--- src/rtl/sfp_mon_pkg.sv ---
package sfp_mon_pkg;
  localparam int NUM_PINS  = 3;
  localparam int PIN_RX    = 0;
  localparam int PIN_TX    = 1;
  localparam int PIN_ABS   = 2;
  localparam int STAT_W    = 32;
  localparam int FLAG_LSB  = NUM_PINS;
  localparam int LINK_BIT  = 16;
  localparam int SYNC_W    = NUM_PINS + 1;
endpackage

--- src/rtl/sfp_mon_sync.sv ---
module sfp_mon_sync #(
  parameter int W      = 4,
  parameter int STAGES = 2
) (
  input  logic         clk_i,
  input  logic         rst_ni,
  input  logic [W-1:0] d_i,
  output logic [W-1:0] q_o
);
  logic [STAGES-1:0][W-1:0] chain_q;

  always_ff @(posedge clk_i or negedge rst_ni) begin
    if (!rst_ni) begin
      chain_q <= '0;
    end else begin
      chain_q[0] <= d_i;
      for (int i = 1; i < STAGES; i++) chain_q[i] <= chain_q[i-1];
    end
  end

  assign q_o = chain_q[STAGES-1];
endmodule

--- src/rtl/sfp_mon_arm.sv ---
module sfp_mon_arm #(
  parameter int DEPTH = 3
) (
  input  logic clk_i,
  input  logic rst_ni,
  output logic armed_o
);
  logic [DEPTH-1:0] fill_q;

  // Holds off edge detection until synchronizer and history are primed
  always_ff @(posedge clk_i or negedge rst_ni) begin
    if (!rst_ni) fill_q <= '0;
    else         fill_q <= {fill_q[DEPTH-2:0], 1'b1};
  end

  assign armed_o = fill_q[DEPTH-1];
endmodule

--- src/rtl/sfp_mon_sticky.sv ---
module sfp_mon_sticky #(
  parameter int W = 3
) (
  input  logic         clk_i,
  input  logic         rst_ni,
  input  logic [W-1:0] lvl_i,
  input  logic         arm_i,
  input  logic         clr_i,
  output logic [W-1:0] flag_o
);
  logic [W-1:0] prev_q;
  logic [W-1:0] flag_q;
  logic [W-1:0] chg;

  assign chg = arm_i ? (lvl_i ^ prev_q) : '0;

  always_ff @(posedge clk_i or negedge rst_ni) begin
    if (!rst_ni) begin
      prev_q <= '0;
      flag_q <= '0;
    end else begin
      prev_q <= lvl_i;
      // set wins over clear so a coincident event survives the read
      flag_q <= (clr_i ? '0 : flag_q) | chg;
    end
  end

  assign flag_o = flag_q;
endmodule

--- src/rtl/sfp_status_mon.sv ---
module sfp_status_mon
  import sfp_mon_pkg::*;
#(
  parameter int SYNC_STAGES = 2
) (
  input  logic              clk_i,
  input  logic              rst_ni,
  input  logic              rx_los_i,
  input  logic              tx_fault_i,
  input  logic              mod_abs_i,
  input  logic              link_up_i,
  input  logic              rd_i,
  output logic [STAT_W-1:0] status_o,
  output logic              mod_ok_o,
  output logic              irq_o
);
  localparam int ARM_DEPTH = SYNC_STAGES + 1;

  logic [SYNC_W-1:0]   raw;
  logic [SYNC_W-1:0]   synced;
  logic [NUM_PINS-1:0] pin_lvl;
  logic [NUM_PINS-1:0] flags;
  logic                armed;

  assign raw[PIN_RX]   = rx_los_i;
  assign raw[PIN_TX]   = tx_fault_i;
  assign raw[PIN_ABS]  = mod_abs_i;
  assign raw[NUM_PINS] = link_up_i;

  sfp_mon_sync #(.W(SYNC_W), .STAGES(SYNC_STAGES)) u_sync (
    .clk_i (clk_i),
    .rst_ni(rst_ni),
    .d_i   (raw),
    .q_o   (synced)
  );

  sfp_mon_arm #(.DEPTH(ARM_DEPTH)) u_arm (
    .clk_i  (clk_i),
    .rst_ni (rst_ni),
    .armed_o(armed)
  );

  assign pin_lvl = synced[NUM_PINS-1:0];

  sfp_mon_sticky #(.W(NUM_PINS)) u_sticky (
    .clk_i (clk_i),
    .rst_ni(rst_ni),
    .lvl_i (pin_lvl),
    .arm_i (armed),
    .clr_i (rd_i),
    .flag_o(flags)
  );

  always_comb begin
    status_o = '0;
    status_o[NUM_PINS-1:0]                 = pin_lvl;
    status_o[FLAG_LSB +: NUM_PINS]         = flags;
    status_o[LINK_BIT]                     = synced[NUM_PINS];
  end

  assign mod_ok_o = ~|pin_lvl;
  assign irq_o    = |flags;
endmodule

--- config.mk ---
export PLATFORM = sky130hd
export DESIGN_NAME = sfp_status_mon
export DESIGN_NICKNAME = d
export VERILOG_FILES = /design/src/rtl/sfp_mon_pkg.sv /design/src/rtl/sfp_mon_sync.sv /design/src/rtl/sfp_mon_arm.sv /design/src/rtl/sfp_mon_sticky.sv /design/src/rtl/sfp_status_mon.sv
export SDC_FILE = /design/constraint.sdc
export NUM_CORES = 1
export LEC_CHECK = 0
export BUFFER_PORTS_ARGS = -buffer_cell sky130_fd_sc_hd__buf_2
export CORE_ASPECT_RATIO = 0.8
export CORE_MARGIN = 2
export CORE_UTILIZATION = 41
export DETAILED_ROUTE_END_ITERATION = 6
export PLACE_DENSITY = 0.84
export SLEW_MARGIN = 20
export SYNTH_ARGS = -nofsm -noshare
export SYNTH_HDL_FRONTEND = slang
export SYNTH_HIERARCHICAL = 1
export SYNTH_SLANG_ARGS = --single-unit
--- constraint.sdc ---
create_clock -name clk_i -period 1.5 [get_ports clk_i]
set_clock_uncertainty 0.2 [all_clocks]
set_input_delay 0.3 -clock clk_i [delete_from_list [all_inputs] [get_ports clk_i]]
set_output_delay 0.3 -clock clk_i [all_outputs]
set_load 0.02 [all_outputs]
==> impl_metrics.env, run 1 <==
export IMPL_status="finished with violations"
export IMPL_violations="setup timing"
export IMPL_mostFrequentLayoutCells="conb_1 (26), dfrtp_1 (17), buf_2 (10), buf_4 (7)"
export IMPL_routed_wl_um=877
export IMPL_p_leak_nw=0.462
export IMPL_reg2reg_depth=4
export IMPL_cts_tree="yes"
export IMPL_finalHoldViolations=0
export IMPL_switchingPower_mw=0.261
export IMPL_grt_max_degree=18
export IMPL_clk_pin_slew_ns=0.09
export IMPL_critPathLaunchType="flip-flop"
export IMPL_routedWlPerCell_um=8.35
export IMPL_drv_cap=0
export IMPL_antennaDiodeCount=0
export IMPL_synthTopCellsByArea="dfrtp_1 (59%), buf_4 (30%), a22o_1 (3.7%), xor2_1 (3.7%), conb_1 (1.0%)"
export IMPL_synth_warnings=6
export IMPL_synth_largest_area_cell="dfrtp_1"
export IMPL_fin_crit_ns=1.70
export IMPL_synth_top_family_by_area="buffers and inverters"
export IMPL_num_vias=371
export IMPL_hold_ws_ns=0.154
export IMPL_layout_commonest_cell="conb_1"
export IMPL_grt_ovfl_total=0
export IMPL_yosys_area_share_simple_pct=1.57
export IMPL_min_delay_start="u_sync/chain_q[1]$_DFF_PN0_"
export IMPL_setup_viol=3
export IMPL_required_ns=1.00
export IMPL_power_density_nw_per_um2=1070
export IMPL_path_class="flip-flop to primary output"
export IMPL_drc=0
export IMPL_firstDrtPassIters=1
export IMPL_synth_area_per_cell_um2=12.6
export IMPL_min_path_cells=0
export IMPL_min_period_over_period_pct=113
export IMPL_numCtsBuffers=3
export IMPL_combPwrFrac_pct=20.5
export IMPL_fin_nets=91
export IMPL_clock_fmax_mhz=590
export IMPL_seqPwrFrac_pct=54.6
export IMPL_slew_viol_final=0
export IMPL_die_area_um2=2100
export IMPL_muxShareOfSynthArea_pct=0
export IMPL_post_route_util_pct=52.3
export IMPL_worst_slack_ns=-0.196
export IMPL_grt_pass1_wl_um=1190
export IMPL_htreeDepth=1
export IMPL_portBuffers=15
export IMPL_ys_ff_latch=17
export IMPL_grt_antenna_before_repair=0
export IMPL_p_sw_share_pct=28.4
export IMPL_cts_sinks=17
export IMPL_layout_drive_gt1_share_pct=32.5
export IMPL_ir_drop_mv=0.748
export IMPL_row_count=13
export IMPL_seq_area_frac_synth_pct=59.2
export IMPL_syn_inst=57
export IMPL_cts_buffer_depth=2
export IMPL_drtIter0Drc=0
export IMPL_start_util_pct=43.7
export IMPL_synth_xor_area_share_pct=3.66
export IMPL_cts_root_buf="clkbuf_4"
export IMPL_netlist_area_um2=718
export IMPL_pwr_share_clk_pct=24.9
export IMPL_crit_reg2reg_launch="u_sync/q_o[0]$_DFF_PN0_"
export IMPL_rrSetupSlack_ns=0.20
export IMPL_place_congestion=0.607
export IMPL_syn_to_final_growth_pct=19.7
export IMPL_rsz0062_at_grt="true"
export IMPL_critPathMaxFanout=2
export IMPL_vias_per_cell=3.53
export IMPL_insertion_delay_ns=0.28
export IMPL_cp_end_kind="primary output"
export IMPL_synth_top_area_share_pct=59.2
export IMPL_cp_arrival_ns=1.20
export IMPL_internal_power_mw=0.658
export IMPL_r2r_end="u_sticky/flag_o[0]$_DFF_PN0_"
export IMPL_dpl_instance_area_um2=698
export IMPL_core_area_um2=1640
export IMPL_hold_end="u_sync/q_o[1]$_DFF_PN0_"
export IMPL_ant_nets=0
export IMPL_grtUsageTotal_pct=7.90
export IMPL_synth_cell_types=8
export IMPL_synthAdderAreaFrac_pct=0
export IMPL_hp_class="flip-flop to flip-flop"
export IMPL_synth_compound_area_share_pct=3.66
export IMPL_final_area_um2=860
export IMPL_grt_pass1_vias=293
export IMPL_pre_cts_ws_ns=0.113
export IMPL_fin_setup_tns_ns=-0.219
export IMPL_num_io_pins=41
export IMPL_hpwlAfterDp_um=580
export IMPL_die_h_um=41.4
export IMPL_die_w_um=50.8
[power groups by stage]
stage                     Sequential, mW  Clock, mW  Combinational (mW)
after floorplan                    0.519          0               0.148
after global placement             0.511          0               0.135
after detailed placement           0.514          0               0.136
after CTS                          0.502      0.243               0.160
after global routing               0.504      0.271               0.203
final                              0.502      0.228               0.188
[kinds of logic after synthesis]
family | after synthesis
buffers and inverters | 30
flip-flops | 17
AO/OA/AOI/OAI | 3
XOR/XNOR | 3
AND/OR/NAND/NOR | 2
other | 2
[per-stage QoR]
stage | instances | power (mW)
after floorplan | 81 | 0.667
after global placement | 89 | 0.646
after detailed placement | 89 | 0.650
after CTS | 102 | 0.904
after global routing | 105 | 0.978
final | 105 | 0.919
[worst max path at each step]
stage / start / to / slack, ns
after detailed placement: u_sticky/flag_o[1]$_DFF_PN0_ / irq_o / 0.11
after floorplan: u_sticky/flag_o[1]$_DFF_PN0_ / irq_o / 0.07
after global placement: u_sticky/flag_o[1]$_DFF_PN0_ / irq_o / 0.13
final: u_sticky/flag_o[1]$_DFF_PN0_ / irq_o / -0.20
after CTS: u_sticky/flag_o[1]$_DFF_PN0_ / irq_o / -0.19
after global routing: u_sticky/flag_o[0]$_DFF_PN0_ / irq_o / -0.23
[critical path: stages, from the launching register on]
cell,delay [ns]
dfrtp_1,0.39
or3_1,0.39
buf_6,0.14
[layer usage]
| layer | track usage [%] | share of wire, % | vias up |
|---|---|---|---|
| met5 | 0 | 0 | - |
| met1 | 8.71 | 35 | 171 |
| li1 | - | - | 174 |
| met3 | 5.40 | 9.7 | 0 |
| met4 | 1.62 | 0 | 0 |
| met2 | 12.6 | 56 | 26 |
[flip-flops by register name (all words and copies together) (netlist names)]
register         flops
u_sync/chain_q       4
u_sync/q_o           4
u_arm/fill_q         3
u_sticky/flag_o      3
u_sticky/prev_q      3
[Yosys cell counts]
| cell type | count |
|---|---|
| buf_4 | 29 |
| xor2_1 | 3 |
| a22o_1 | 3 |
| inv_1 | 1 |
| nor3_1 | 1 |
| conb_1 | 2 |
| or3_1 | 1 |
| dfrtp_1 | 17 |
[layout make-up]
cell class	count	area, µm²
fillers	153	783
flip-flops and latches	17	425
repair buffers	27	209
multi-input cells	34	166
well taps	22	27.5
clock buffers	3	22.5
clock inverters	1	5.00
inverters	1	3.75
[timing repair]
item | in CTS | in global routing
gates cloned | 0 | 0
setup endpoints to repair | 2 | 4
gates resized for setup | 1 | 9
buffers inserted | 4 | 3
hold endpoints to repair | 21 | 0
hold buffers | 5 | 0
Note: power is estimated with default switching activity, not from simulation.
==> run 2: changes to the inputs <==
Settings changed: REMOVE_ABC_BUFFERS set to 1.
==> impl_metrics.env, run 2 (synthesis gave the netlist of run 1 again) <==
export IMPL_syn_to_final_growth_pct=14.5
export IMPL_die_w_um=50.8
export IMPL_seqPwrFrac_pct=55.8
export IMPL_clk_pin_slew_ns=0.09
export IMPL_clock_fmax_mhz=594
export IMPL_violations="setup timing"
export IMPL_die_h_um=41.4
export IMPL_grt_antenna_before_repair=0
export IMPL_pwr_share_clk_pct=25.2
export IMPL_multi_input_area_um2=161
export IMPL_ir_drop_mv=0.692
export IMPL_setup_viol=2
export IMPL_htreeDepth=1
export IMPL_worst_slack_ns=-0.182
export IMPL_fin_crit_ns=1.68
export IMPL_grt_pass1_wl_um=1350
export IMPL_fin_nets=87
export IMPL_vias_per_cell=3.62
export IMPL_power_density_nw_per_um2=1090
export IMPL_core_area_um2=1640
export IMPL_row_count=13
export IMPL_grt_pass1_vias=290
export IMPL_post_route_util_pct=50.0
export IMPL_cp_end_kind="primary output"
export IMPL_combPwrFrac_pct=19.0
export IMPL_p_leak_nw=0.441
export IMPL_firstDrtPassIters=2
export IMPL_grtUsageTotal_pct=9.62
export IMPL_cts_buffer_depth=2
export IMPL_portBuffers=15
export IMPL_mostFrequentLayoutCells="conb_1 (26), dfrtp_1 (17), buf_2 (11), dlygate4sd3_1 (5), buf_6 (5)"
export IMPL_hp_class="flip-flop to flip-flop"
export IMPL_num_io_pins=41
export IMPL_layout_drive_gt1_share_pct=27.8
export IMPL_ant_nets=0
export IMPL_routed_wl_um=832
export IMPL_fin_setup_tns_ns=-0.235
export IMPL_required_ns=1.00
export IMPL_numCtsBuffers=3
export IMPL_routedWlPerCell_um=8.24
export IMPL_cts_root_buf="clkbuf_4"
export IMPL_hold_ws_ns=0.154
export IMPL_drc=0
export IMPL_internal_power_mw=0.644
export IMPL_status="finished with violations"
export IMPL_grt_ovfl_total=0
export IMPL_slew_viol_final=0
export IMPL_critPathMaxFanout=2
export IMPL_antennaDiodeCount=0
export IMPL_die_area_um2=2100
export IMPL_ff_latch_area_um2=425
export IMPL_rsz0062_at_grt="true"
export IMPL_path_class="flip-flop to primary output"
export IMPL_layout_commonest_cell="conb_1"
export IMPL_cp_arrival_ns=1.18
export IMPL_reg2reg_depth=3
export IMPL_hpwlAfterDp_um=592
export IMPL_cts_tree="yes"
export IMPL_cts_sinks=17
export IMPL_grt_max_degree=18
export IMPL_drv_cap=0
export IMPL_min_path_cells=0
export IMPL_critPathLaunchType="flip-flop"
export IMPL_switchingPower_mw=0.255
export IMPL_finalHoldViolations=0
export IMPL_num_vias=366
export IMPL_place_congestion=0.620
export IMPL_start_util_pct=43.7
export IMPL_p_sw_share_pct=28.3
export IMPL_min_period_over_period_pct=112
export IMPL_drtIter0Drc=1
export IMPL_fillCellCount=144
export IMPL_insertion_delay_ns=0.28
-- run 2: metal layers --
layer  up-vias  global-route usage [%]  wire length (µm)
li1        169                       -                 -
met1       169                    11.9               342
met2        28                    12.6               386
met3         0                    6.47               103
met4         0                    4.86                 0
met5         -                       0                 0
-- run 2: path summary, 6_finish.rpt --
kind	startpoint	endpoint	slack, ns
max	u_sticky/flag_o[1]$_DFF_PN0_	irq_o	-0.18
min	u_arm/fill_q[1]$_DFF_PN0_	u_arm/fill_q[2]$_DFF_PN0_	0.15
max reg2reg	u_sync/q_o[1]$_DFF_PN0_	u_sticky/flag_o[1]$_DFF_PN0_	0.34
min reg2reg	u_arm/fill_q[1]$_DFF_PN0_	u_arm/fill_q[2]$_DFF_PN0_	0.15
max in group asynchronous	rst_ni	u_arm/fill_q[1]$_DFF_PN0_	0.59
min in group asynchronous	rst_ni	u_sticky/prev_q[1]$_DFF_PN0_	0.25
-- run 2: final cells by class --
| cell class | count | share of cell area, % |
|---|---|---|
| clock inverters | 1 | 0.609 |
| flip-flops and latches | 17 | 51.8 |
| multi-input cells | 34 | 19.6 |
| clock buffers | 3 | 2.74 |
| repair buffers | 23 | 21.5 |
| well taps | 22 | 3.35 |
| inverters | 1 | 0.457 |
-- run 2: critical path, cell delays in order (launching register included) --
cell	delay, ns
dfrtp_1	0.38
or3_1	0.38
buf_6	0.14
-- run 2: per-stage QoR --
stage | std cells | total power [mW] | setup slack (ns) | instance area [µm²]
after floorplan | 52 | 0.608 | -0.000977 | 591
after global placement | 89 | 0.645 | 0.132 | 693
after detailed placement | 89 | 0.649 | 0.0893 | 693
after CTS | 101 | 0.899 | -0.194 | 793
after global routing | 101 | 0.957 | -0.243 | 822
final | 101 | 0.898 | -0.182 | 822
-- run 2: power groups by stage --
stage          Sequential, mW  Combinational (mW)  Clock [mW]
2_1_floorplan           0.530              0.0780           0
3_3_place_gp            0.510               0.134           0
3_5_place_dp            0.514               0.135           0
4_1_cts                 0.501               0.157       0.241
5_1_grt                 0.506               0.183       0.268
6_report                0.502               0.170       0.226
-- run 2: repair_timing --
item / CTS / global route
hold endpoints to repair: 21 / 0
setup buffers: 3 / 0
resized for setup: 0 / 9
setup endpoints to repair: 2 / 5
hold buffers: 5 / 0
==> run 3: changes to the inputs <==
Settings changed: CORE_ASPECT_RATIO 0.8 to 0.75, CTS_BUF_LIST set to sky130_fd_sc_hd__clkbuf_8 sky130_fd_sc_hd__clkbuf_16.
==> impl_metrics.env, run 3 (synthesis gave the netlist of run 1 again) <==
export IMPL_row_count=13
export IMPL_r2r_end="u_sticky/flag_o[0]$_DFF_PN0_"
export IMPL_num_io_pins=41
export IMPL_ant_nets=0
export IMPL_insertion_delay_ns=0.25
export IMPL_critPathSlowestCell="or3_1"
export IMPL_place_congestion=0.609
export IMPL_p_sw_share_pct=27.2
export IMPL_cts_buffer_depth=2
export IMPL_fin_setup_tns_ns=-0.144
export IMPL_clock_fmax_mhz=608
export IMPL_firstDrtPassIters=2
export IMPL_fin_nets=90
export IMPL_cts_sinks=17
export IMPL_clk_pin_slew_ns=0.06
export IMPL_die_area_um2=2110
export IMPL_min_period_over_period_pct=110
export IMPL_reg2reg_depth=4
export IMPL_grt_busiest_layer="met2"
export IMPL_grt_pass1_wl_um=1280
export IMPL_drc=0
export IMPL_dpl_instance_area_um2=693
export IMPL_mostFrequentLayoutCells="conb_1 (26), dfrtp_1 (17), buf_2 (12), buf_4 (7), dlygate4sd3_1 (5)"
export IMPL_grt_pass1_vias=310
export IMPL_layout_commonest_cell="conb_1"
export IMPL_grt_util_met2_pct=17.5
export IMPL_use_met1_pct=8.81
export IMPL_num_vias=379
export IMPL_portBuffers=15
export IMPL_hpwlAfterDp_um=625
export IMPL_path_buf_inv=1
export IMPL_finalHoldViolations=0
export IMPL_grtUsageTotal_pct=9.50
export IMPL_ir_drop_mv=0.863
export IMPL_slew_viol_final=0
export IMPL_rsz0062_at_grt="true"
export IMPL_combPwrFrac_pct=17.8
export IMPL_antennaDiodeCount=0
export IMPL_final_area_um2=855
export IMPL_rrSetupSlack_ns=0.23
export IMPL_use_met3_pct=5.60
export IMPL_cpLargestDelayFamily="simple AND/OR/NAND/NOR gates"
export IMPL_hp_class="flip-flop to flip-flop"
export IMPL_worst_slack_ns=-0.144
export IMPL_drv_cap=0
export IMPL_min_path_cells=0
export IMPL_switchingPower_mw=0.275
export IMPL_multi_input_area_um2=166
export IMPL_drtIter0Drc=3
export IMPL_seqPwrFrac_pct=49.6
export IMPL_pwr_share_clk_pct=32.6
export IMPL_die_w_um=52.3
export IMPL_internal_power_mw=0.737
export IMPL_status="finished with violations"
export IMPL_critPathLaunchType="flip-flop"
export IMPL_routed_wl_um=910
export IMPL_numCtsBuffers=3
export IMPL_syn_to_final_growth_pct=19.0
export IMPL_grt_max_degree=18
export IMPL_start_util_pct=42.5
export IMPL_cts_tree="yes"
export IMPL_critPathMaxFanout=2
export IMPL_grt_ovfl_total=0
export IMPL_path_class="flip-flop to primary output"
export IMPL_hold_ws_ns=0.150
export IMPL_crit_reg2reg_launch="u_sync/q_o[0]$_DFF_PN0_"
export IMPL_htreeDepth=1
export IMPL_required_ns=1.00
export IMPL_die_h_um=40.2
export IMPL_routedWlPerCell_um=8.75
export IMPL_layout_drive_gt1_share_pct=31.7
export IMPL_grt_antenna_before_repair=0
export IMPL_ff_latch_area_um2=425
export IMPL_fillCellCount=159
export IMPL_power_density_nw_per_um2=1180
export IMPL_fin_crit_ns=1.64
export IMPL_core_area_um2=1690
export IMPL_path_cells="or3_1, buf_6"
export IMPL_min_delay_start="u_arm/fill_q[0]$_DFF_PN0_"
export IMPL_hold_end="u_arm/fill_q[1]$_DFF_PN0_"
export IMPL_cp_end_kind="primary output"
export IMPL_p_leak_nw=0.459
export IMPL_cp_arrival_ns=1.14
export IMPL_violations="setup timing"
export IMPL_cts_root_buf="clkbuf_8"
export IMPL_vias_per_cell=3.64
export IMPL_p_total_mw=1.01
export IMPL_setup_viol=1
export IMPL_critPathMaxStageDelay_ns=0.38
run 3: through the flow:
stage / worst slack, ns / instances / utilization (%)
after detailed placement: 0.109 / 89 / 41.0
after CTS: -0.151 / 103 / 49.7
after floorplan: -0.000977 / 52 / -
after global placement: 0.127 / 89 / 41.0
final: -0.144 / 104 / 50.5
after global routing: -0.174 / 104 / 50.5
run 3: final cells by class:
type	count	area share (%)
Sequential cell	17	49.8
Timing Repair Buffer	26	21.7
Multi-Input combinational cell	34	19.5
Clock buffer	3	4.83
Tap cell	22	3.22
Clock inverter	1	0.586
Inverter	1	0.439
run 3: power groups by stage:
stage / logic (mW) / registers [mW] / clock network (mW)
3_5_place_dp: 0.137 / 0.513 / 0
4_1_cts: 0.171 / 0.502 / 0.343
5_1_grt: 0.197 / 0.505 / 0.366
3_3_place_gp: 0.136 / 0.510 / 0
6_report: 0.180 / 0.502 / 0.330
2_1_floorplan: 0.0780 / 0.530 / 0
run 3: worst max path at each step:
stage	depth (start not counted)	from	slack (ns)	endpoint
floorplan	1	u_sync/q_o[1]$_DFF_PN0_	-0.001	mod_ok_o
global placement	2	u_sticky/flag_o[1]$_DFF_PN0_	0.13	irq_o
detailed placement	2	u_sticky/flag_o[1]$_DFF_PN0_	0.11	irq_o
CTS	2	u_sticky/flag_o[1]$_DFF_PN0_	-0.15	irq_o
global route	2	u_sticky/flag_o[0]$_DFF_PN0_	-0.17	irq_o
finish	2	u_sticky/flag_o[0]$_DFF_PN0_	-0.14	irq_o
run 3: metal layers:
layer | vias to the layer above | routed length (µm)
li1 | 172 | -
met1 | 174 | 317
met2 | 31 | 465
met3 | 2 | 114
met4 | 0 | 12
met5 | - | 0
run 3: timing repair:
action	CTS	global route
hold endpoints to repair	21	0
pin swaps	1	1
hold buffers	5	0
setup endpoints to repair	2	2
buffers inserted	5	1
gates resized for setup	4	2
